<file path="src/rtl/hblit_pkg.sv">
package hblit_pkg;

    localparam int BYTE_W  = 8;
    localparam int LANES   = 4;
    localparam int WORD_W  = BYTE_W * LANES;

    typedef enum logic [2:0] {
        ROP_ZERO    = 3'd0,
        ROP_SRC     = 3'd1,
        ROP_NOT_DST = 3'd2,
        ROP_AND     = 3'd3,
        ROP_OR      = 3'd4,
        ROP_XOR     = 3'd5,
        ROP_KEEP    = 3'd6,
        ROP_NOT_SRC = 3'd7
    } rop_e;

    function automatic logic [BYTE_W-1:0] rop_apply(rop_e op,
                                                    logic [BYTE_W-1:0] s,
                                                    logic [BYTE_W-1:0] d);
        case (op)
            ROP_ZERO:    return '0;
            ROP_SRC:     return s;
            ROP_NOT_DST: return ~d;
            ROP_AND:     return s & d;
            ROP_OR:      return s | d;
            ROP_XOR:     return s ^ d;
            ROP_KEEP:    return d;
            default:     return ~s;
        endcase
    endfunction

endpackage

</file>
<file path="src/rtl/hblit_gather.sv">
module hblit_gather
    import hblit_pkg::*;
(
    input  logic              clk,
    input  logic              rst,
    input  logic              clear,
    input  logic              take,
    input  logic [BYTE_W-1:0] byte_in,
    output logic [WORD_W-1:0] word_q,
    output logic              word_full
);
    localparam int LANE_W = $clog2(LANES);

    logic [LANE_W-1:0] lane_q;

    assign word_full = take && (lane_q == LANE_W'(LANES - 1));

    always_ff @(posedge clk) begin
        if (rst || clear) begin
            lane_q <= '0;
            word_q <= '0;
        end else if (take) begin
            word_q[lane_q*BYTE_W +: BYTE_W] <= byte_in;
            lane_q <= lane_q + 1'b1;
        end
    end

    // without a captured byte the partial word and lane do not move
    a_r4_lane_idle: assert property (@(posedge clk) disable iff (rst)
        (!take && !clear) |=> ($stable(lane_q) && $stable(word_q)));

endmodule

</file>
<file path="src/rtl/hblit_pick.sv">
module hblit_pick
    import hblit_pkg::*;
(
    input  logic [WORD_W-1:0] word,
    input  logic [4:0]        idx,
    input  logic              expand,
    input  logic [BYTE_W-1:0] fg,
    input  logic [BYTE_W-1:0] bg,
    output logic [BYTE_W-1:0] pix
);
    always_comb begin
        if (expand)
            pix = word[idx] ? fg : bg;
        else
            pix = word[idx[1:0]*BYTE_W +: BYTE_W];
    end
endmodule

</file>
<file path="src/rtl/hblit_walk.sv">
module hblit_walk #(
    parameter int ADDR_W = 10,
    parameter int CNT_W  = 8
) (
    input  logic              clk,
    input  logic              rst,
    input  logic              load,
    input  logic [ADDR_W-1:0] base,
    input  logic [ADDR_W-1:0] pitch,
    input  logic [CNT_W-1:0]  width,
    input  logic [CNT_W-1:0]  height,
    input  logic              step,
    input  logic              word_end,
    output logic [ADDR_W-1:0] ptr,
    output logic              visible,
    output logic              finish
);
    localparam int PC_W = CNT_W + 6;
    localparam int RC_W = CNT_W + 1;

    logic [ADDR_W-1:0] base_q, pitch_q, ptr_q, row_off;
    logic [CNT_W-1:0]  width_q, height_q;
    logic [PC_W-1:0]   pcnt_q, pcnt_inc;
    logic [RC_W-1:0]   row_q, row_inc;
    logic              row_over;

    assign pcnt_inc = pcnt_q + 1'b1;
    assign row_inc  = row_q + 1'b1;
    assign row_off  = pitch_q * ADDR_W'(row_inc);
    assign row_over = pcnt_inc > PC_W'(width_q);
    assign visible  = pcnt_q <= PC_W'(width_q);
    assign ptr      = ptr_q;
    assign finish   = step && word_end && row_over && (row_inc > RC_W'(height_q));

    always_ff @(posedge clk) begin
        if (rst) begin
            base_q <= '0; pitch_q <= '0; width_q <= '0; height_q <= '0;
            ptr_q  <= '0; pcnt_q  <= '0; row_q   <= '0;
        end else if (load) begin
            base_q <= base; pitch_q <= pitch; width_q <= width; height_q <= height;
            ptr_q  <= base; pcnt_q  <= '0;    row_q   <= '0;
        end else if (step) begin
            if (word_end && row_over) begin
                pcnt_q <= '0;
                row_q  <= row_inc;
                ptr_q  <= base_q + row_off;
            end else begin
                pcnt_q <= pcnt_inc;
                ptr_q  <= ptr_q + 1'b1;
            end
        end
    end

    // row counter never runs past one beyond the last row
    a_r7_row_bound: assert property (@(posedge clk) disable iff (rst)
        row_q <= RC_W'(height_q) + 1'b1);

    // a word can overrun the row by at most its pixel count
    a_r6_pix_bound: assert property (@(posedge clk) disable iff (rst)
        pcnt_q <= PC_W'(width_q) + PC_W'(32));

endmodule

</file>
<file path="src/rtl/hblit_packer.sv">
module hblit_packer
    import hblit_pkg::*;
#(
    parameter int ADDR_W = 10,
    parameter int CNT_W  = 8
) (
    input  logic              clk,
    input  logic              rst,
    input  logic              launch,
    input  logic              cfg_host_src,
    input  logic              cfg_expand,
    input  logic [2:0]        cfg_rop,
    input  logic [7:0]        cfg_fg,
    input  logic [7:0]        cfg_bg,
    input  logic [ADDR_W-1:0] cfg_dst_base,
    input  logic [ADDR_W-1:0] cfg_dst_pitch,
    input  logic [CNT_W-1:0]  cfg_width,
    input  logic [CNT_W-1:0]  cfg_height,
    input  logic              host_wr,
    input  logic [7:0]        host_data,
    output logic              mem_pass_wr,
    output logic              vram_rd_en,
    output logic [ADDR_W-1:0] vram_rd_addr,
    input  logic [7:0]        vram_rd_data,
    output logic              vram_wr_en,
    output logic [ADDR_W-1:0] vram_wr_addr,
    output logic [7:0]        vram_wr_data,
    output logic              blit_armed,
    output logic              blit_busy
);
    localparam logic [4:0] LAST_BYTE_PIX = 5'(LANES - 1);
    localparam logic [4:0] LAST_BIT_PIX  = 5'(WORD_W - 1);

    logic              armed_q, busy_q, phase_q, expand_q;
    logic [4:0]        idx_q;
    rop_e              rop_q;
    logic [7:0]        fg_q, bg_q;
    logic              go, take, word_full, step, word_end, visible, finish;
    logic [WORD_W-1:0] word;
    logic [7:0]        pix;
    logic [ADDR_W-1:0] ptr;

    assign go       = launch && cfg_host_src;
    assign take     = host_wr && armed_q && !busy_q && !go;
    assign step     = busy_q && phase_q;
    assign word_end = idx_q == (expand_q ? LAST_BIT_PIX : LAST_BYTE_PIX);

    hblit_gather u_gather (
        .clk(clk), .rst(rst), .clear(go), .take(take), .byte_in(host_data),
        .word_q(word), .word_full(word_full)
    );

    hblit_pick u_pick (
        .word(word), .idx(idx_q), .expand(expand_q), .fg(fg_q), .bg(bg_q), .pix(pix)
    );

    hblit_walk #(.ADDR_W(ADDR_W), .CNT_W(CNT_W)) u_walk (
        .clk(clk), .rst(rst), .load(go),
        .base(cfg_dst_base), .pitch(cfg_dst_pitch),
        .width(cfg_width), .height(cfg_height),
        .step(step), .word_end(word_end),
        .ptr(ptr), .visible(visible), .finish(finish)
    );

    always_ff @(posedge clk) begin
        if (rst) begin
            armed_q <= 1'b0; busy_q <= 1'b0; phase_q <= 1'b0; idx_q <= '0;
            expand_q <= 1'b0; rop_q <= ROP_ZERO; fg_q <= '0; bg_q <= '0;
        end else if (go) begin
            armed_q <= 1'b1; busy_q <= 1'b0; phase_q <= 1'b0; idx_q <= '0;
            expand_q <= cfg_expand; rop_q <= rop_e'(cfg_rop);
            fg_q <= cfg_fg; bg_q <= cfg_bg;
        end else if (busy_q) begin
            phase_q <= ~phase_q;
            if (phase_q) begin
                idx_q <= word_end ? 5'd0 : idx_q + 1'b1;
                if (word_end) busy_q <= 1'b0;
                if (finish)   armed_q <= 1'b0;
            end
        end else if (word_full) begin
            busy_q  <= 1'b1;
            phase_q <= 1'b0;
            idx_q   <= '0;
        end
    end

    assign mem_pass_wr  = host_wr && !armed_q;
    assign vram_rd_en   = busy_q && !phase_q && visible;
    assign vram_rd_addr = ptr;
    assign vram_wr_en   = step && visible;
    assign vram_wr_addr = ptr;
    assign vram_wr_data = rop_apply(rop_q, pix, vram_rd_data);
    assign blit_armed   = armed_q;
    assign blit_busy    = busy_q;

    // every write follows a read of the same byte one cycle earlier
    a_r10_rmw_pair: assert property (@(posedge clk) disable iff (rst)
        vram_wr_en |-> ($past(vram_rd_en) && ($past(vram_rd_addr) == vram_wr_addr)));

    // a disarmed engine leaves the video RAM port alone
    a_r8_idle_quiet: assert property (@(posedge clk) disable iff (rst)
        !blit_armed |-> (!vram_wr_en && !vram_rd_en && !blit_busy));

    // a write cycle is always followed by a read phase or an idle cycle
    a_r11_no_back_to_back: assert property (@(posedge clk) disable iff (rst)
        vram_wr_en |=> !vram_wr_en);

endmodule

</file>
<file path="config.mk">
export PLATFORM = sky130hd
export DESIGN_NAME = hblit_packer
export DESIGN_NICKNAME = d
export VERILOG_FILES = /design/src/rtl/hblit_pkg.sv /design/src/rtl/hblit_gather.sv /design/src/rtl/hblit_pick.sv /design/src/rtl/hblit_walk.sv /design/src/rtl/hblit_packer.sv
export SDC_FILE = /design/constraint.sdc
export NUM_CORES = 1
export LEC_CHECK = 0
export CAP_MARGIN = 20
export CORE_MARGIN = 2
export CORE_UTILIZATION = 59
export CTS_CLUSTER_SIZE = 24
export DETAILED_ROUTE_END_ITERATION = 6
export DONT_BUFFER_PORTS = 1
export PLACE_DENSITY = 0.75
export SLEW_MARGIN = 0
export SYNTH_ARGS = -nofsm -noshare
export SYNTH_HDL_FRONTEND = slang
export SYNTH_SLANG_ARGS = --single-unit
</file>
<file path="constraint.sdc">
create_clock -name clk -period 5.1 [get_ports clk]
set_input_delay 0.765 -clock clk [delete_from_list [all_inputs] [get_ports clk]]
set_output_delay 0.765 -clock clk [all_outputs]
set_load 0.02 [all_outputs]
</file>
==> impl_metrics.yaml <==
run_status:
  status: "finished, violations left"
  violations: "negative setup slack"
timing:
  holdWs_ps: 396
  grt_setup_unrepaired: "true"
  relSlewSlack_pct: 26.5
  fmax_mhz: 189
  worst_slew_pin_slew_ps: 1100
  min_period_ps: 5290
  fin_crit_sh_pct: 104
  worst_slack_ps: -187
  fin_worst_skew_ps: 10.2
  finalSetupViolations: 1
  hold_violations: 0
  drv_slew: 0
global_route:
  grt_first_pass_wirelength_um: 36800
  grt-ovfl-total: 0
  antenna_found_initial: 0
  grt_pass1_vias: 7499
  grt_util_all_layers_pct: 27.7
  grt_max_degree: 69
floorplan:
  io_pins: 110
  start_util_pct: 60.6
  rows: 45
  die_h_um: 129
  dieArea_um2: 16800
  core_um2: 15300
  die_x_um: 129
critical_path:
  crit_family: "adder cells"
  path_cells: "ha_4 -> buf_4 -> xor2_4 -> and2_1 -> fa_1 -> inv_1 -> fa_1 -> fa_1 -> fa_1 -> fa_2 -> xnor2_2 -> xnor2_2 -> xnor2_2 -> xnor2_1 -> xnor2_1 -> xnor3_1 -> xnor2_1 -> nor2b_1 -> o32ai_1"
  start_kind: "register"
  cp.arrival_ps: 5640
  crit_path_max_fanout: 2
  critPathKind: "register to register"
  worst-path-buf-inv: 2
  reg2reg_setup_slack_ps: -190
  required_ps: 5450
  cp_slowest_cell: "fa_1"
  slowest_delay_ps: 550
  end_kind: "register"
  path_common_cell: "fa_1"
yosys:
  syn_inst: 1166
  synth-seq-cells: 131
  synth_cell_types: 61
  async_flop_share_pct: 0
  synth.net_count: 1347
  syn_area_um2: 9280
  ys.flop_type: "dfxtp_1"
  synth_edf_count: 0
  avgSynthCellArea_um2: 7.96
  yosysSeqAreaShare_pct: 28.3
  yosys_warnings: 0
power_and_ir_drop:
  seqPwrFrac_pct: 43.5
  p_sw_uw: 716
  p_total_mw: 2.51
  p_leak_nw: 4.09
  p_sw_share_pct: 28.5
  ir_drop_uv: 259
  pwr-share-clk_pct: 47.0
  combPwrFrac_pct: 9.5
  power.density_nw_per_um2: 239
  p_int_mw: 1.79
place:
  port_buffers: 0
  dp_hpwl_um: 15800
  place_ws_ps: -228
  gp_congestion: 0.895
layout:
  insertedDiodeCount: 0
  area_growth_pct: 13.2
  final_nets: 1342
  drive_gt1_share_pct: 13.5
detailed_routing:
  via_per_inst: 5.84
  first_pass_iters: 5
  drt_iter0_markers: 620
  drt_wl_total_um: 23400
  drc: 0
  vias: 8090
  wl_met1_um: 10100
  ant_nets: 0
  wl_met3_um: 1680
  wl_per_cell_um: 16.9
  wl_met2_um: 11100
  maxUsedRoutingLayer: "met4"
clocking:
  cts_root_buf: "clkbuf_16"
  cts.sinks: 131
  clk_path_buf_depth: 2
  clk_pin_slew_ps: 70
  cts_buffers: 17
  h-tree-depth: 4
  hold_buffers: 0
  cts_tree: "done"
  insertion_delay_ps: 440
run:
  max_cap_violations: 0
hold_path:
  min_path_type: "input port to register"
-- cell usage after synthesis (2+ instances only) --
cell type	instances	area (µm²)
a211oi_1	3	22.5
clkbuf_1	51	191
a21oi_2	4	35.0
nor4_1	4	25.0
nor3_1	15	75.1
and3_1	4	25.0
nand3_1	51	255
mux2i_1	14	140
xnor3_1	2	45.0
nand3b_1	2	15.0
buf_1	9	33.8
xor2_1	17	149
nor3b_1	5	37.5
a22oi_1	2	15.0
xnor2_1	32	280
dfxtp_1	131	2620
o21a_1	11	82.6
o32ai_1	4	35.0
o21ai_1	5	25.0
nand4_1	11	68.8
nand2b_1	16	100
a21oi_1	137	686
ha_1	74	926
and2_1	22	138
a31oi_1	9	56.3
o22ai_1	9	56.3
mux2_2	4	45.0
o21bai_1	2	15.0
buf_4	10	75.1
nand2_1	234	878
buf_2	6	30.0
inv_1	82	308
or3_1	5	31.3
nor2_1	66	248
o221ai_1	8	70.1
mux4_2	11	248
o21ai_0	20	100
mux4_1	7	184
nor2b_1	13	81.3
a21o_1	4	30.0
fa_1	30	601
-- power groups by stage --
stage | clock (mW) | sequential (mW) | combinational, mW
after global placement | 0 | 1.11 | 0.214
after floorplan | 0 | 1.09 | 0.199
after CTS | 1.18 | 1.09 | 0.224
after detailed placement | 0 | 1.11 | 0.221
after global routing | 1.24 | 1.10 | 0.265
final | 1.18 | 1.09 | 0.237
-- cells by family (layout without fill, tap and decap cells) --
group                    count (synthesis)  after routing  synth area share, %
XOR/XNOR                                51             51                 5.11
AO/OA/AOI/OAI                          231            231                 14.6
adder cells (fa/ha/maj)                104            104                 16.4
flip-flops                             131            131                 28.3
multiplexers                            37             37                 6.89
buffers and inverters                  160            168                 7.04
AND/OR/NAND/NOR                        452            452                 21.7
-- flip-flops by register name, summed over array words and instances (netlist names), 9 cells and up --
name	cells
u_gather.word_q	32
u_walk.base_q	10
u_walk.pcnt_q	14
u_walk.pitch_q	10
u_walk.ptr	10
u_walk.row_q	9
-- per-layer routing --
metal / track usage, % / vias up
met3: 6.65 / 47
met1: 38.0 / 3837
li1: - / 3923
met2: 43.3 / 283
met5: 0 / -
met4: 9.23 / 0
-- area by class of cell --
type                       instances  area [µm²]
tap                              211         264
fill                            1242        4810
clock buffer                      18         439
clock inverter                    14         118
multi-input combinational        875        6320
sequential                       131        2630
timing repair buffer              53         424
inverter                          83         312
-- final timing paths --
kind                          start           endpoint  depth (start not counted)
hold / removal                  rst  u_walk.width_q[6]                          1
setup reg to reg    u_walk.row_q[1]      u_walk.ptr[9]                         19
hold reg to reg   u_walk.width_q[6]  u_walk.width_q[6]                          2
setup / recovery    u_walk.row_q[1]      u_walk.ptr[9]                         19
-- repair_timing --
action                                  4_1_cts  5_1_grt
resized for setup                            12       52
endpoints found under the setup margin        3        5
cloned                                        0        0
pin swaps                                    15       41
setup buffers                                 6        4
-- metrics by stage --
stage                     instances  TNS [ps]  instance area, µm²  utilization [%]
after floorplan                1166     -34.8                9290                -
after global placement         1343         0                9550             62.3
after detailed placement       1343      -419                9550             62.3
after CTS                      1381     -63.5               10200             66.7
after global routing           1385      -648               10500             68.6
final                          1385      -187               10500             68.6
-- layout by cell type, fill, tap and decap left out, types with 6 or more instances in the layout --
master | netlist | final
nand2_1 | 234 | 228
inv_6 | 0 | 7
xor2_1 | 17 | 14
o22ai_1 | 9 | 9
xnor2_2 | 0 | 6
ha_1 | 74 | 68
nor3_1 | 15 | 12
xnor2_1 | 32 | 25
o21ai_0 | 20 | 20
o21a_1 | 11 | 11
dfxtp_1 | 131 | 128
nand3_1 | 51 | 48
nor2b_1 | 13 | 13
mux2i_1 | 14 | 14
ha_4 | 0 | 6
nor2_1 | 66 | 64
nand2b_1 | 16 | 15
nand2_2 | 0 | 6
inv_2 | 0 | 6
a21oi_1 | 137 | 136
inv_1 | 82 | 76
mux4_1 | 7 | 7
fa_1 | 30 | 26
nand4_1 | 11 | 11
buf_6 | 1 | 7
buf_4 | 10 | 46
a31oi_1 | 9 | 9
clkbuf_16 | 0 | 17
mux4_2 | 11 | 11
o221ai_1 | 8 | 8
and2_1 | 22 | 21
(Power assumes the default switching activity.)
